$ cat src/rtl/pmio_pkg.sv
package pmio_pkg;
  typedef logic [7:0] port_num_t;
  typedef logic [7:0] bus_byte_t;
  localparam bus_byte_t IDLE_BYTE = 8'hFF;
  localparam bus_byte_t LATCH_RST = 8'h00;
endpackage

$ cat src/rtl/pmio_match.sv
module pmio_match
  import pmio_pkg::*;
#(
  parameter int unsigned N   = 2,
  parameter logic [N*8-1:0] MAP = '0
) (
  input  port_num_t      port_i,
  input  logic           en_i,
  output logic [N-1:0]   hit_o
);
  for (genvar g = 0; g < N; g++) begin : g_cmp
    assign hit_o[g] = en_i && (port_i == MAP[g*8 +: 8]);
  end
endmodule

$ cat src/rtl/pmio_out_latch.sv
module pmio_out_latch
  import pmio_pkg::*;
(
  input  logic      clk_i,
  input  logic      rst_ni,
  input  logic      we_i,
  input  bus_byte_t d_i,
  output bus_byte_t q_o
);
  always_ff @(posedge clk_i or negedge rst_ni) begin
    if (!rst_ni)   q_o <= LATCH_RST;
    else if (we_i) q_o <= d_i;
  end

  AST_LATCH_LOAD: assert property (@(posedge clk_i) disable iff (!rst_ni)
    we_i |=> q_o == $past(d_i));
  AST_LATCH_HOLD: assert property (@(posedge clk_i) disable iff (!rst_ni)
    !we_i |=> $stable(q_o));
endmodule

$ cat src/rtl/pmio_rd_mux.sv
module pmio_rd_mux
  import pmio_pkg::*;
#(
  parameter int unsigned N = 2
) (
  input  logic [N-1:0]   hit_i,
  input  logic [N*8-1:0] in_bus_i,
  output bus_byte_t      data_o
);
  // lowest index wins if the map holds a duplicate number
  always_comb begin
    data_o = IDLE_BYTE;
    for (int i = N - 1; i >= 0; i--) begin
      if (hit_i[i]) data_o = in_bus_i[i*8 +: 8];
    end
  end
endmodule

$ cat src/rtl/pmio_decoder.sv
module pmio_decoder
  import pmio_pkg::*;
#(
  parameter int unsigned ADDR_W  = 16,
  parameter int unsigned N_IN    = 2,
  parameter int unsigned N_OUT   = 3,
  parameter logic [N_IN*8-1:0]  IN_MAP  = {8'h05, 8'h02},
  parameter logic [N_OUT*8-1:0] OUT_MAP = {8'hFF, 8'h02, 8'h03}
) (
  input  logic               clk_i,
  input  logic               rst_ni,
  input  logic [ADDR_W-1:0]  addr_i,
  input  logic [7:0]         data_i,
  input  logic               io_req_i,
  input  logic               rd_i,
  input  logic               wr_i,
  input  logic [N_IN*8-1:0]  in_ports_i,
  output logic [7:0]         rd_data_o,
  output logic               io_rd_o,
  output logic [N_OUT*8-1:0] out_ports_o
);
  port_num_t        port_num;
  logic             io_wr;
  logic [N_IN-1:0]  in_hit;
  logic [N_OUT-1:0] out_hit;
  logic             unused_hi_addr;

  assign port_num       = addr_i[7:0];
  assign unused_hi_addr = ^addr_i[ADDR_W-1:8];
  assign io_rd_o        = io_req_i & rd_i;
  assign io_wr          = io_req_i & wr_i;

  pmio_match #(.N(N_IN), .MAP(IN_MAP)) i_in_match (
    .port_i (port_num),
    .en_i   (io_rd_o),
    .hit_o  (in_hit)
  );

  pmio_match #(.N(N_OUT), .MAP(OUT_MAP)) i_out_match (
    .port_i (port_num),
    .en_i   (io_wr),
    .hit_o  (out_hit)
  );

  pmio_rd_mux #(.N(N_IN)) i_rd_mux (
    .hit_i    (in_hit),
    .in_bus_i (in_ports_i),
    .data_o   (rd_data_o)
  );

  for (genvar g = 0; g < N_OUT; g++) begin : g_out
    pmio_out_latch i_latch (
      .clk_i  (clk_i),
      .rst_ni (rst_ni),
      .we_i   (out_hit[g]),
      .d_i    (data_i),
      .q_o    (out_ports_o[g*8 +: 8])
    );
  end

  AST_IDLE_FF: assert property (@(posedge clk_i) disable iff (!rst_ni)
    !io_rd_o |-> rd_data_o == IDLE_BYTE);
  AST_MISS_FF: assert property (@(posedge clk_i) disable iff (!rst_ni)
    (in_hit == '0) |-> rd_data_o == IDLE_BYTE);
  AST_MEM_NO_WR: assert property (@(posedge clk_i) disable iff (!rst_ni)
    !io_req_i |=> $stable(out_ports_o));
  AST_NO_HIT_HOLD: assert property (@(posedge clk_i) disable iff (!rst_ni)
    (out_hit == '0) |=> $stable(out_ports_o));
endmodule

$ cat config.mk
export PLATFORM = sky130hd
export DESIGN_NAME = pmio_decoder
export DESIGN_NICKNAME = d
export VERILOG_FILES = /design/src/rtl/pmio_pkg.sv /design/src/rtl/pmio_match.sv /design/src/rtl/pmio_out_latch.sv /design/src/rtl/pmio_rd_mux.sv /design/src/rtl/pmio_decoder.sv
export SDC_FILE = /design/constraint.sdc
export NUM_CORES = 1
export LEC_CHECK = 0
export BUFFER_PORTS_ARGS = -buffer_cell sky130_fd_sc_hd__buf_2
export CORE_ASPECT_RATIO = 0.7
export CORE_UTILIZATION = 40
export DETAILED_ROUTE_END_ITERATION = 7
export PLACE_DENSITY = 0.76
export SYNTH_ARGS = -nofsm -noshare
export SYNTH_HDL_FRONTEND = slang
export SYNTH_SLANG_ARGS = --single-unit
$ cat constraint.sdc
create_clock -name clk_i -period 1.3 [get_ports clk_i]
set_clock_uncertainty 0.2 [all_clocks]
set_input_delay 0.065 -clock clk_i [delete_from_list [all_inputs] [get_ports clk_i]]
set_output_delay 0.065 -clock clk_i [all_outputs]
set_load 0.01 [all_outputs]
==> results.py, run 1 <==
metrics = {
    "outcome": {
        "status": "finished clean",
    },
    "pwr": {
        "p_leak_nw": 0.913,
        "clock_power_share_pct": 29.9,
        "sw_frac_of_total_pct": 22.7,
        "pwr-share-seq_pct": 55.2,
        "power.density_mw_per_mm2": 836,
        "p_sw_uw": 319,
        "power.internal_mw": 1.09,
        "finalPower_mw": 1.41,
        "ir_worst_vdd_mv": 0.605,
        "p_comb_share_pct": 14.9,
    },
    "sta": {
        "fmax_mhz": 777,
        "worstMarginPinSlew_ps": 519,
        "timing.setup.tns_ps": 0,
        "finalHoldViolCount": 0,
        "period_needed_ps": 1290,
        "whs_ps": 104,
        "setup_ws_ps": 13.4,
        "period_share_pct": 99.0,
        "rsz0062_at_grt": "yes",
        "max-slew-margin-rel_pct": 65.4,
        "setup_viol": 0,
        "slew_viol_final": 0,
    },
    "cells_and_area": {
        "syn_to_final_growth_pct": 55.6,
        "final_nets": 209,
        "final_util_pct": 66.9,
        "reg_top3": "g_out.i_latch.q_o: 24 flops",
        "top_register": "g_out.i_latch.q_o",
        "largest_reg_flops": 24,
        "num_antenna_cells": 0,
        "drive_gt1_share_pct": 67.9,
    },
    "placed_design": {
        "place_hpwl_mm": 2.16,
        "io_buffer_count": 69,
        "post-place-ws_ps": -171,
        "globalplace.congestion": 0.813,
    },
    "clocking": {
        "clkSinkCount": 24,
        "root_buffer": "clkbuf_8",
        "cts.path.max_buffers": 2,
        "cts_tree": "built",
        "cts_made_buffers": 3,
        "clock_latency_ps": 260,
        "cts_htree_levels": 1,
        "cts.clk_slew.worst_paths_ps": 70,
    },
    "setup_path": {
        "critPathMaxStageDelay_ps": 460,
        "critPathSlowestCell": "or3b_4",
        "critPathMaxFanout": 8,
        "arrival_ps": 1020,
        "crit_path_start_kind": "input pin",
        "crit_chain": "buf_8 > or3b_4 > o22ai_2 > nand2_1 > buf_2",
        "path_class": "in2out",
        "cp.required_ps": 1030,
        "worstSetupEndpointType": "primary output",
    },
    "detailed_routing": {
        "ant_nets": 0,
        "drt_pass1_iterations": 4,
        "num_vias": 995,
        "vias_per_cell": 5.08,
        "wirelength_mm": 3.03,
        "drt_first_iter_violations": 21,
        "wl_per_cell_um": 15.4,
        "drc": 0,
    },
    "global_route": {
        "antenna_found_initial": 0,
        "gr-usage-all-layers_pct": 21.5,
        "grt_pass1_vias": 947,
        "grt_max_degree": 25,
        "overflow": 0,
        "grt_pass1_wl_mm": 4.57,
    },
    "die": {
        "die_height_um": 45.5,
        "die-area_mm2": 0.00292,
        "fp-row-count": 15,
        "die_w_um": 64.1,
        "io_pins": 78,
        "start_util_pct": 43.0,
        "core_area_mm2": 0.00251,
    },
    "synth": {
        "avgSynthCellArea_um2": 13.5,
        "synth.distinct_cells": 17,
        "yosysWarningCount": 0,
        "syn-num-nets": 125,
        "syn_area_mm2": 0.00108,
        "synth.ff_latch_count": 24,
        "synthCells": 80,
        "ys_seq_area_share_pct": 55.6,
    },
    "flow_run": {
        "max_cap_violations": 0,
    },
    "worst_hold_path": {
        "worstHoldPathType": "in2async",
    },
}
[worst max-delay path: cells and delay by family]
family	cells	cell delay, ps
simple gates	2	540
buf+inv	2	250
compound gates	1	170
[per-layer routing]
metal,routed length [um],track usage (%),vias up
met2,1550,37.4,34
met1,1260,26.4,490
met3,157,5.00,8
li1,-,-,463
met5,0,0,-
met4,61,8.89,0
[path summary, 6_finish.rpt]
check	start	end	slack, ps	depth (start not counted)
min in group clk_i	addr_i[2]	g_out[0].i_latch.q_o[6]	130	4
worst max-delay path	addr_i[0]	rd_data_o[7]	10	5
worst min-delay path	rst_ni	g_out[1].i_latch.q_o[5]	100	2
worst min register to register	g_out[1].i_latch.q_o[3]	g_out[1].i_latch.q_o[3]	300	1
max in group asynchronous	rst_ni	g_out[2].i_latch.q_o[4]	450	2
worst max register to register	g_out[2].i_latch.q_o[7]	g_out[2].i_latch.q_o[7]	330	1
[Yosys cell counts (all sizes together)]
| master | count | area share, % |
|---|---|---|
| and2 | 1 | 0.58 |
| and3 | 1 | 0.58 |
| and4 | 3 | 2.4 |
| and4b | 1 | 0.93 |
| buf | 2 | 1.0 |
| clkbuf | 1 | 0.35 |
| dfrtp | 24 | 56 |
| mux2 | 24 | 25 |
| nand2 | 8 | 2.8 |
| nand3 | 2 | 1.9 |
| nand3b | 1 | 0.69 |
| nor2 | 1 | 0.35 |
| nor3 | 1 | 0.46 |
| nor4 | 1 | 2.0 |
| o22ai | 8 | 4.6 |
| or3b | 1 | 0.81 |
[cells in the final DEF (no fill, tap or decap)]
cell / Yosys / routed
dfrtp_1: 24 / 24
and4b_1: 1 / 1
buf_8: 0 / 1
and4_1: 3 / 3
o22ai_1: 8 / 3
mux2_2: 24 / 24
buf_2: 0 / 66
nand2_1: 8 / 8
and2_1: 1 / 1
or3b_4: 0 / 1
nor2_1: 1 / 1
nor4_4: 1 / 1
nand3_2: 2 / 2
nand3b_1: 1 / 1
clkbuf_8: 0 / 3
o22ai_2: 0 / 5
and3_2: 0 / 1
nor3_1: 1 / 1
buf_4: 1 / 4
buf_6: 0 / 1
buf_12: 0 / 1
dlygate4sd3_1: 0 / 9
[per-stage QoR]
| step | cell area (um^2) | cells |
|---|---|---|
| 2_1_floorplan | 1080 | 80 |
| 3_3_place_gp | 1480 | 182 |
| 3_5_place_dp | 1480 | 182 |
| 4_1_cts | 1630 | 194 |
| 5_1_grt | 1680 | 196 |
| 6_report | 1680 | 196 |
[what timing repair did]
action / 4_1_cts / 5_1_grt
buffers inserted: 0 / 2
resized for setup: 5 / 8
setup endpoints to repair: 8 / 8
pin swaps: 2 / 4
hold endpoints to repair: 48 / 0
hold buffers: 9 / 0
[cell type report]
cell class | instances | area (um^2)
well taps | 34 | 42.5
repair buffers | 82 | 497
fillers | 195 | 833
clock buffers | 3 | 41.3
multi-input cells | 53 | 500
flip-flops and latches | 24 | 601
[cell families (layout without fill, tap and decap cells)]
group,Yosys count,count (layout),synth area share (%)
muxes,24,24,25.0
AOI/OAI and AO/OA,8,8,4.63
buffers and inverters,3,85,1.39
and+or+nand+nor,21,21,13.4
DFF,24,24,55.6
[power by group through the flow]
stage	Sequential [mW]	Combinational (mW)	Clock [mW]
detailed placement	0.790	0.166	0
global placement	0.789	0.159	0
floorplan	0.800	0.0432	0
CTS	0.775	0.194	0.427
finish	0.776	0.210	0.420
global route	0.778	0.227	0.456
(Power assumes the default switching activity.)
==> inputs of run 2 (changes only) <==
==> constraint.sdc (replaced) <==
create_clock -name clk_i -period 1.3 [get_ports clk_i]
set_clock_uncertainty 0.2 [all_clocks]
set_input_delay 0.065 -clock clk_i [delete_from_list [all_inputs] [get_ports clk_i]]
set_output_delay 0.065 -clock clk_i [all_outputs]
set_load 0.02 [all_outputs]
==> results.py, run 2 (synthesized netlist as in run 1, its figures left out) <==
metrics = {
    "outcome": {
        "status": "finished with violations",
        "violations": "negative setup slack",
    },
    "clocking": {
        "root_buffer": "clkbuf_8",
        "clock_latency_ps": 260,
        "cts_htree_levels": 1,
        "cts_tree": "built",
        "cts.path.max_buffers": 2,
        "cts_made_buffers": 3,
        "clkSinkCount": 24,
        "cts.clk_slew.worst_paths_ps": 70,
    },
    "cells_and_area": {
        "num_antenna_cells": 0,
        "layout_common_cells": "buf_2 (64), mux2_2 (24), dfrtp_1 (24), dlygate4sd3_1 (9), nand2_1 (8)",
        "final_common_cell": "buf_2",
        "drive_gt1_share_pct": 68.1,
        "reg_top3": "g_out.i_latch.q_o: 24 flops",
        "top_register": "g_out.i_latch.q_o",
        "final_util_pct": 67.8,
        "final.fill_count": 191,
        "syn_to_final_growth_pct": 57.8,
        "final_nets": 210,
        "largest_reg_flops": 24,
    },
    "setup_path": {
        "critPathMaxFanout": 8,
        "cp.depth": 5,
        "r2r_start": "g_out[2].i_latch.q_o[7]",
        "cp.required_ps": 1030,
        "cp_num_buf_inv": 2,
        "rrSetupSlack_ps": 330,
        "crit_path_start_kind": "input pin",
        "arrival_ps": 1050,
        "path_class": "in2out",
        "cp_top_family": "simple AND/OR/NAND/NOR gates",
        "critPathSlowestCell": "or3b_4",
        "rr_endpoint": "g_out[2].i_latch.q_o[7]",
        "r2r_cells": 1,
        "crit_chain": "buf_8 > or3b_4 > o22ai_2 > nand2_1 > buf_6",
        "critPathMaxStageDelay_ps": 460,
        "worstSetupEndpointType": "primary output",
    },
    "die": {
        "fp-row-count": 15,
        "core_area_mm2": 0.00251,
        "die_height_um": 45.5,
        "die_w_um": 64.1,
        "start_util_pct": 43.0,
        "die-area_mm2": 0.00292,
        "io_pins": 78,
    },
    "global_route": {
        "overflow": 0,
        "grt_pass1_vias": 983,
        "gr-usage-all-layers_pct": 22.1,
        "grt_max_degree": 25,
        "grt_pass1_wl_mm": 4.69,
        "antenna_found_initial": 0,
    },
    "pwr": {
        "p_leak_nw": 0.926,
        "finalPower_mw": 1.43,
        "ir_worst_vdd_mv": 0.613,
        "power.density_mw_per_mm2": 836,
    },
    "placed_design": {
        "globalplace.congestion": 0.813,
        "place_hpwl_mm": 2.16,
        "io_buffer_count": 69,
    },
    "sta": {
        "period_share_pct": 101,
        "setup_ws_ps": -14.5,
        "timing.setup.tns_ps": -14.5,
        "fmax_mhz": 761,
        "slew_viol_final": 0,
        "period_needed_ps": 1310,
        "setup_viol": 1,
        "max-slew-margin-rel_pct": 65.4,
        "finalHoldViolCount": 0,
        "whs_ps": 102,
        "rsz0062_at_grt": "yes",
        "worstMarginPinSlew_ps": 519,
    },
    "detailed_routing": {
        "wirelength_mm": 2.98,
        "route.layer.met1.wl_mm": 1.27,
        "ant_nets": 0,
        "drc": 0,
        "num_vias": 1005,
        "drt_pass1_iterations": 4,
        "vias_per_cell": 5.10,
        "drt_first_iter_violations": 24,
        "dr_wl_met2_mm": 1.52,
        "highest_layer": "met4",
        "wl_met3_um": 124,
        "wl_per_cell_um": 15.1,
    },
    "worst_hold_path": {
        "worstHoldPathType": "in2async",
    },
    "flow_run": {
        "max_cap_violations": 0,
    },
}
## run 2: cell types whose count changed in the layout (fill, tap and decap cells not counted)
cell / previous run / this run
buf_4: 4 / 5
buf_6: 1 / 2
buf_8: 1 / 2
buf_2: 66 / 64
## run 2: what timing repair did
action                                  CTS  global route
pin swaps                                 2             3
endpoints found under the hold margin    48             0
endpoints found under the setup margin    8            22
buffers inserted                          1             2
hold buffers                              9             0
resized for setup                        12             6
## run 2: layout make-up
type                            instances  area (um^2)  share of cell area, %
Clock buffer                            3         41.3                   2.42
Multi-Input combinational cell         53          500                   29.3
Sequential cell                        24          601                   35.2
Tap cell                               34         42.5                   2.49
Timing Repair Buffer                   83          520                   30.5
## run 2: how the worst max path moves through the flow
| stage | from | to | slack (ps) |
|---|---|---|---|
| floorplan | addr_i[0] | rd_data_o[0] | 50 |
| global placement | addr_i[2] | g_out[1].i_latch.q_o[3] | -160 |
| detailed placement | addr_i[2] | g_out[1].i_latch.q_o[5] | -170 |
| CTS | addr_i[2] | rd_data_o[5] | -8 |
| global route | addr_i[2] | g_out[1].i_latch.q_o[4] | -50 |
| finish | addr_i[0] | rd_data_o[7] | -10 |
## run 2: routing by layer
layer	vias to the layer above	GRT usage [%]
li1	469	-
met1	500	26.6
met2	28	38.7
met3	8	5.50
met4	0	10.2
met5	-	0
## run 2: metrics by stage
step           area (um^2)  setup slack, ps  std cells
6_report              1710            -14.5        197
5_1_grt               1710            -48.8        197
4_1_cts               1670            -8.29        195
3_5_place_dp          1480             -171        182
3_3_place_gp          1480             -160        182
2_1_floorplan         1080             49.6         80
## run 2: power by group
part / leakage [nW] / total (mW) / internal (mW) / switching, mW
clock network: 0.0216 / 0.420 / 0.207 / 0.213
logic: 0.571 / 0.231 / 0.117 / 0.114
registers: 0.333 / 0.776 / 0.766 / 0.00968
